## src/rtl/banked_regfile.sv

```systemverilog
module banked_regfile #(
  parameter int DW = 32
) (
  input  logic          clk,
  input  logic          rst_n,
  input  logic [3:0]    ra_idx,
  output logic [DW-1:0] ra_data,
  input  logic [3:0]    rb_idx,
  output logic [DW-1:0] rb_data,
  input  logic          wr_en,
  input  logic [3:0]    wr_idx,
  input  logic [DW-1:0] wr_data,
  input  logic          cpsr_wr_en,
  input  logic [DW-1:0] cpsr_wr_data,
  output logic [DW-1:0] cpsr_out,
  input  logic          spsr_wr_en,
  input  logic [DW-1:0] spsr_wr_data,
  output logic [DW-1:0] spsr_rd,
  input  logic          exc_req,
  input  logic [4:0]    exc_mode,
  input  logic [DW-1:0] exc_ret_addr,
  input  logic          ret_req,
  input  logic [DW-1:0] ret_ofs
);
  localparam int NBANK = 6;
  localparam int NLO   = 8;
  localparam int NHI   = 5;
  localparam logic [DW-1:0] RST_CPSR = DW'(32'h0000_00D3);

  logic [DW-1:0] lo_q   [NLO];
  logic [DW-1:0] hiu_q  [NHI];
  logic [DW-1:0] hif_q  [NHI];
  logic [DW-1:0] sp_q   [NBANK];
  logic [DW-1:0] lr_q   [NBANK];
  logic [DW-1:0] spsr_q [NBANK];
  logic [DW-1:0] pc_q;
  logic [DW-1:0] cpsr_q;

  function automatic logic [2:0] bank_of(input logic [4:0] m);
    case (m)
      5'b10001: return 3'd1;
      5'b10010: return 3'd2;
      5'b10011: return 3'd3;
      5'b10111: return 3'd4;
      5'b11011: return 3'd5;
      default:  return 3'd0;
    endcase
  endfunction

  logic [2:0] cur_bank, tgt_bank;
  logic       exc_ok, ret_ok, ord_ok;

  assign cur_bank = bank_of(cpsr_q[4:0]);
  assign tgt_bank = bank_of(exc_mode);
  assign exc_ok   = exc_req && (tgt_bank != 3'd0);
  assign ret_ok   = ret_req && (cur_bank != 3'd0) && !exc_ok;
  assign ord_ok   = !exc_ok && !ret_ok;
  assign cpsr_out = cpsr_q;
  assign spsr_rd  = (cur_bank == 3'd0) ? '0 : spsr_q[cur_bank];

  function automatic logic [DW-1:0] rd_reg(input logic [3:0] idx, input logic [2:0] bk);
    if (idx < 4'd8)       return lo_q[idx[2:0]];
    else if (idx < 4'd13) return (bk == 3'd1) ? hif_q[idx - 4'd8] : hiu_q[idx - 4'd8];
    else if (idx == 4'd13) return sp_q[bk];
    else if (idx == 4'd14) return lr_q[bk];
    else                  return pc_q;
  endfunction

  assign ra_data = rd_reg(ra_idx, cur_bank);
  assign rb_data = rd_reg(rb_idx, cur_bank);

  always_ff @(posedge clk or negedge rst_n) begin
    if (!rst_n) begin
      for (int i = 0; i < NLO; i++) lo_q[i] <= '0;
      for (int i = 0; i < NHI; i++) begin
        hiu_q[i] <= '0;
        hif_q[i] <= '0;
      end
      for (int i = 0; i < NBANK; i++) begin
        sp_q[i]   <= '0;
        lr_q[i]   <= '0;
        spsr_q[i] <= '0;
      end
      pc_q   <= '0;
      cpsr_q <= RST_CPSR;
    end else if (exc_ok) begin
      spsr_q[tgt_bank] <= cpsr_q;
      lr_q[tgt_bank]   <= exc_ret_addr;
      cpsr_q[4:0]      <= exc_mode;
      cpsr_q[7]        <= 1'b1;
      if (tgt_bank == 3'd1) cpsr_q[6] <= 1'b1;
    end else if (ret_ok) begin
      pc_q   <= lr_q[cur_bank] - ret_ofs;
      cpsr_q <= spsr_q[cur_bank];
    end else if (ord_ok) begin
      if (wr_en) begin
        if (wr_idx < 4'd8) lo_q[wr_idx[2:0]] <= wr_data;
        else if (wr_idx < 4'd13) begin
          if (cur_bank == 3'd1) hif_q[wr_idx - 4'd8] <= wr_data;
          else                  hiu_q[wr_idx - 4'd8] <= wr_data;
        end
        else if (wr_idx == 4'd13) sp_q[cur_bank] <= wr_data;
        else if (wr_idx == 4'd14) lr_q[cur_bank] <= wr_data;
        else pc_q <= wr_data;
      end
      if (cpsr_wr_en) cpsr_q <= cpsr_wr_data;
      if (spsr_wr_en && cur_bank != 3'd0) spsr_q[cur_bank] <= spsr_wr_data;
    end
  end

  AST_ENTRY_MODE: assert property (@(posedge clk) disable iff (!rst_n)
    exc_ok |=> (cpsr_q[4:0] == $past(exc_mode)) && cpsr_q[7]);
  AST_ENTRY_SAVE: assert property (@(posedge clk) disable iff (!rst_n)
    exc_ok |=> spsr_rd == $past(cpsr_q));
  AST_FIQ_MASK: assert property (@(posedge clk) disable iff (!rst_n)
    (exc_ok && exc_mode == 5'b10001) |=> cpsr_q[6]);
  AST_RET_RESTORE: assert property (@(posedge clk) disable iff (!rst_n)
    ret_ok |=> cpsr_q == $past(spsr_rd));
  AST_USER_SPSR: assert property (@(posedge clk) disable iff (!rst_n)
    (cpsr_q[4:0] == 5'b10000 || cpsr_q[4:0] == 5'b11111) |-> spsr_rd == '0);
  AST_BAD_MODE: assert property (@(posedge clk) disable iff (!rst_n)
    (exc_req && !exc_ok && !ret_ok && !cpsr_wr_en) |=> cpsr_q == $past(cpsr_q));
endmodule

```

## config.mk

```make
export PLATFORM = sky130hd
export DESIGN_NAME = banked_regfile
export DESIGN_NICKNAME = d
export VERILOG_FILES = /design/src/rtl/banked_regfile.sv
export SDC_FILE = /design/constraint.sdc
export NUM_CORES = 2
export LEC_CHECK = 0
export BUFFER_PORTS_ARGS = -buffer_cell sky130_fd_sc_hd__buf_2
export CORE_ASPECT_RATIO = 1.25
export CORE_MARGIN = 5
export CORE_UTILIZATION = 45
export DETAILED_ROUTE_END_ITERATION = 8
export SLEW_MARGIN = 5
export SYNTH_ARGS = -nofsm -noshare
export SYNTH_HDL_FRONTEND = slang
export SYNTH_SLANG_ARGS = --single-unit
```

## constraint.sdc

```tcl
create_clock -name clk -period 13 [get_ports clk]
set_input_delay 0 -clock clk [delete_from_list [all_inputs] [get_ports clk]]
set_output_delay 0 -clock clk [all_outputs]
set_load 0.01 [all_outputs]
```

==> summary.txt <==
Outcome
  • Status: finished, final reports clean

Timing
  • Setup Viol. Count Final: 0
  • Final clock period utilization by the worst path: 0.560
  • Peak Freq: 137 MHz
  • RSZ-0062 raised after global routing: no
  • Final Hold Fails: 0
  • Worst Tran Pin Value: 1.34 ns
  • Crit path time final: roughly 7.3 ns
  • Final Skew: 0.0212 ns
  • Max-slew violation count: 0
  • Max_slew headroom: 0.106
  • Total negative slack: 0 ns

Yosys
  • Yosys warnings: 0
  • Top-area cell type share of the netlist area: 0.461
  • Main synth FF type: dfrtp_1
  • FF+latch count, synth: 1216
  • Synth area leader: dfrtp_1
  • Post-synthesis cell type count: 73
  • Area contributors post-synth: dfrtp_1 (46%), mux2_2 (14%), mux4_2 (6.1%), nand2_1 (5.5%), a22oi_1 (3.9%)
  • Mapped Area: 65700 um2
  • EDFF count, synth: 0
  • Commonest cells post-synth: dfrtp_1 (1211), nand2_1 (966), mux2_2 (824), o21ai_0 (495), clkbuf_1 (438)
  • Syn Inst Count: 6289
  • Sequential element share of the synthesized area: 0.463
  • Syn Nets: 6505
  • Async S/R FF share, synth: 1.00
  • Most frequent cell after synthesis: dfrtp_1
  • Syn_area_per_cell: 10.4 um2

Detailed routing
  • Via count: 54100
  • # DRC: 0
  • DRT Pass-1 Iters: 6
  • Remaining antenna violation count: 0
  • Drt first-iter violations: 5881
  • WL final: 239000 um
  • Drt wl/cell: around 28 um
  • Vias per cell: ~6.4

Cells and area
  • Non-Filler Instances: 8415
  • Synth-to-layout area growth: 14.1%
  • Share of cells above drive strength 1: 0.272
  • FILL cells: 13000
  • NumNets Final: 6621

Critical path
  • Crit start category: flop
  • Required @ worst endpoint: 13.65 ns
  • CP arrival: 7.94 ns
  • Crit Path Max Fanout: 66
  • Crit end category: flop
  • Crit Path Class: reg -> reg

Place
  • Placer Congestion: 0.897
  • HPWL Detailed: 142000 um
  • PortBufs: 311
  • Placed Instances: 7967

Pwr
  • Sequential power share: 0.379
  • Clock network power share: 0.260
  • Pleak: 32.8 nW
  • Combinational power share: 0.362
  • Sw Ratio: 0.368
  • Pint: a little under 10 mW
  • Cell Pwr Density: between 200 and 250 nW/um2
  • Maximum vdd ir drop: 0.129 mV
  • Net switching power: 5.68 mW

Floorplanning
  • DIE WIDTH: approximately 350 um
  • Die ar.: 154000 um2
  • Top Ports: 312
  • Initial cell density of the core: 0.454
  • Row count: 156
  • Core area: 145000 um2
  • Die Span Y: 437 um

Clock tree
  • Clock sink count: ~1200
  • Clock Pin Slew Worst Setup and Hold Paths: 0.06 ns
  • Clock buffers created by TritonCTS: 134
  • Maximum buffer depth of the clock tree: 3
  • Hold_buf cts: 198
  • Post-CTS Setup Bufs: 0
  • Clock root cell: clkbuf_16
  • Clock Latency Late Sink: 0.78 ns
  • # H-tree levels: 4
  • Post-cts sizing count: 0
  • CTS tree: yes

GRT
  • Vias in the first global route: 54400
  • GRT Total Usage: 0.304
  • Largest net degree at the start of global routing: 187
  • First-pass GRT wire length: between 300000 and 400000 um
  • Initial antenna violation count: 32
  • Gr ovfl total: 0

Hold path
  • Min-Delay Path Class: in -> reg

Flow run
  • Maxcap violations: 0
## kinds of logic after synthesis
logic type / synth area share
multiplexers: 0.244
AO/OA/AOI/OAI: 0.143
buffers and inverters: 0.0446
XOR/XNOR: 0.00347
AND/OR/NAND/NOR: 0.0949
adder cells (fa/ha/maj): 0.00621
flip-flops: 0.463
## power by group through the flow
stage	registers, mW	logic, mW	clock network [mW]
2_1_floorplan	5.63	3.83	0
3_3_place_gp	5.81	5.33	0
3_5_place_dp	5.88	5.42	0
4_1_cts	5.82	5.53	4.05
5_1_grt	5.99	6.05	4.20
6_report	5.84	5.59	4.01
## final timing paths
| path | startpoint | slack [ns] | to | depth (start not counted) |
|---|---|---|---|---|
| worst max-delay path | cpsr_out[1] | 5.71 | pc_q[30] | 19 |
| worst min-delay path | ret_ofs[15] | 0.05 | pc_q[15] | 5 |
| worst max register to register | cpsr_out[1] | 5.71 | pc_q[30] | 19 |
| worst min register to register | spsr_q[182] | 0.38 | spsr_q[182] | 0 |
| max in group asynchronous | rst_n | 9.64 | spsr_q[74] | 6 |
| min in group asynchronous | rst_n | 0.29 | hiu_q[113] | 3 |
## sequential cells by signal, indices dropped and copies added, names as in the netlist
register / flops
cpsr_out: 32
hiu_q: 160
pc_q: 32
lr_q: 192
lo_q: 256
spsr_q: 192
sp_q: 192
hif_q: 160
## placed cells by master, fill, tap and decap left out, drive strengths merged, types with 80 or more instances in the layout
master,count
o21ai,506
buf,436
mux4,179
o221ai,80
nor2,224
dlygate4sd3,197
a31oi,87
a21oi,281
mux2i,228
clkbuf,188
nand2,967
dfrtp,1211
nand3,226
a22oi,341
mux2,854
## stage by stage
step | hold slack (ns) | area [um2] | setup WS, ns | utilization | power, mW
after global routing | 0.0503 | 74900 | 5.38 | 0.517 | 16.2
after CTS | 0.000753 | 74900 | 5.82 | 0.517 | 15.4
after global placement | 0.127 | 68400 | 6.48 | 0.472 | 11.1
after floorplan | -0.296 | 65700 | 8.75 | - | 9.46
final | 0.0476 | 75000 | 5.71 | 0.518 | 15.4
after detailed placement | 0.115 | 68400 | 6.38 | 0.472 | 11.3
## layer usage
metal | up-vias | share of wire | global-route usage
li1 | 23100 | - | -
met1 | 27800 | 0.40 | 0.406
met2 | 2636 | 0.47 | 0.487
met3 | 595 | 0.085 | 0.0600
met4 | 22 | 0.045 | 0.127
met5 | - | 0.00060 | 0
## final cells by class
cell class              count  area (um2)  share of cell area
well taps                1896        2370              0.0316
clock inverters            44         619             0.00826
clock buffers             188        3910              0.0522
flip-flops and latches   1216       30400               0.406
diodes                     18        45.0            0.000601
multi-input cells        4346       32700               0.436
inverters                  74         279             0.00372
repair buffers            633        4610              0.0615
## worst max-delay path, cell delays in order, from the launching register on
cell and delay (ns):
dfstp_2 0.71, nor4bb_4 0.36, buf_4 0.66, buf_4 0.89
mux2i_1 0.28, mux2i_1 0.09, mux2i_1 0.33, ha_1 0.34
inv_1 0.09, fa_1 0.44, a21oi_1 0.23, o211ai_1 0.20
and3b_1 0.25, o211ai_1 0.38, a21boi_0 0.29, a221oi_1 0.55
o311ai_0 0.24, nand4b_1 0.14, o211ai_1 0.09, dlygate4sd3_1 0.57
No activity file was read; power rests on OpenSTA's default activity.
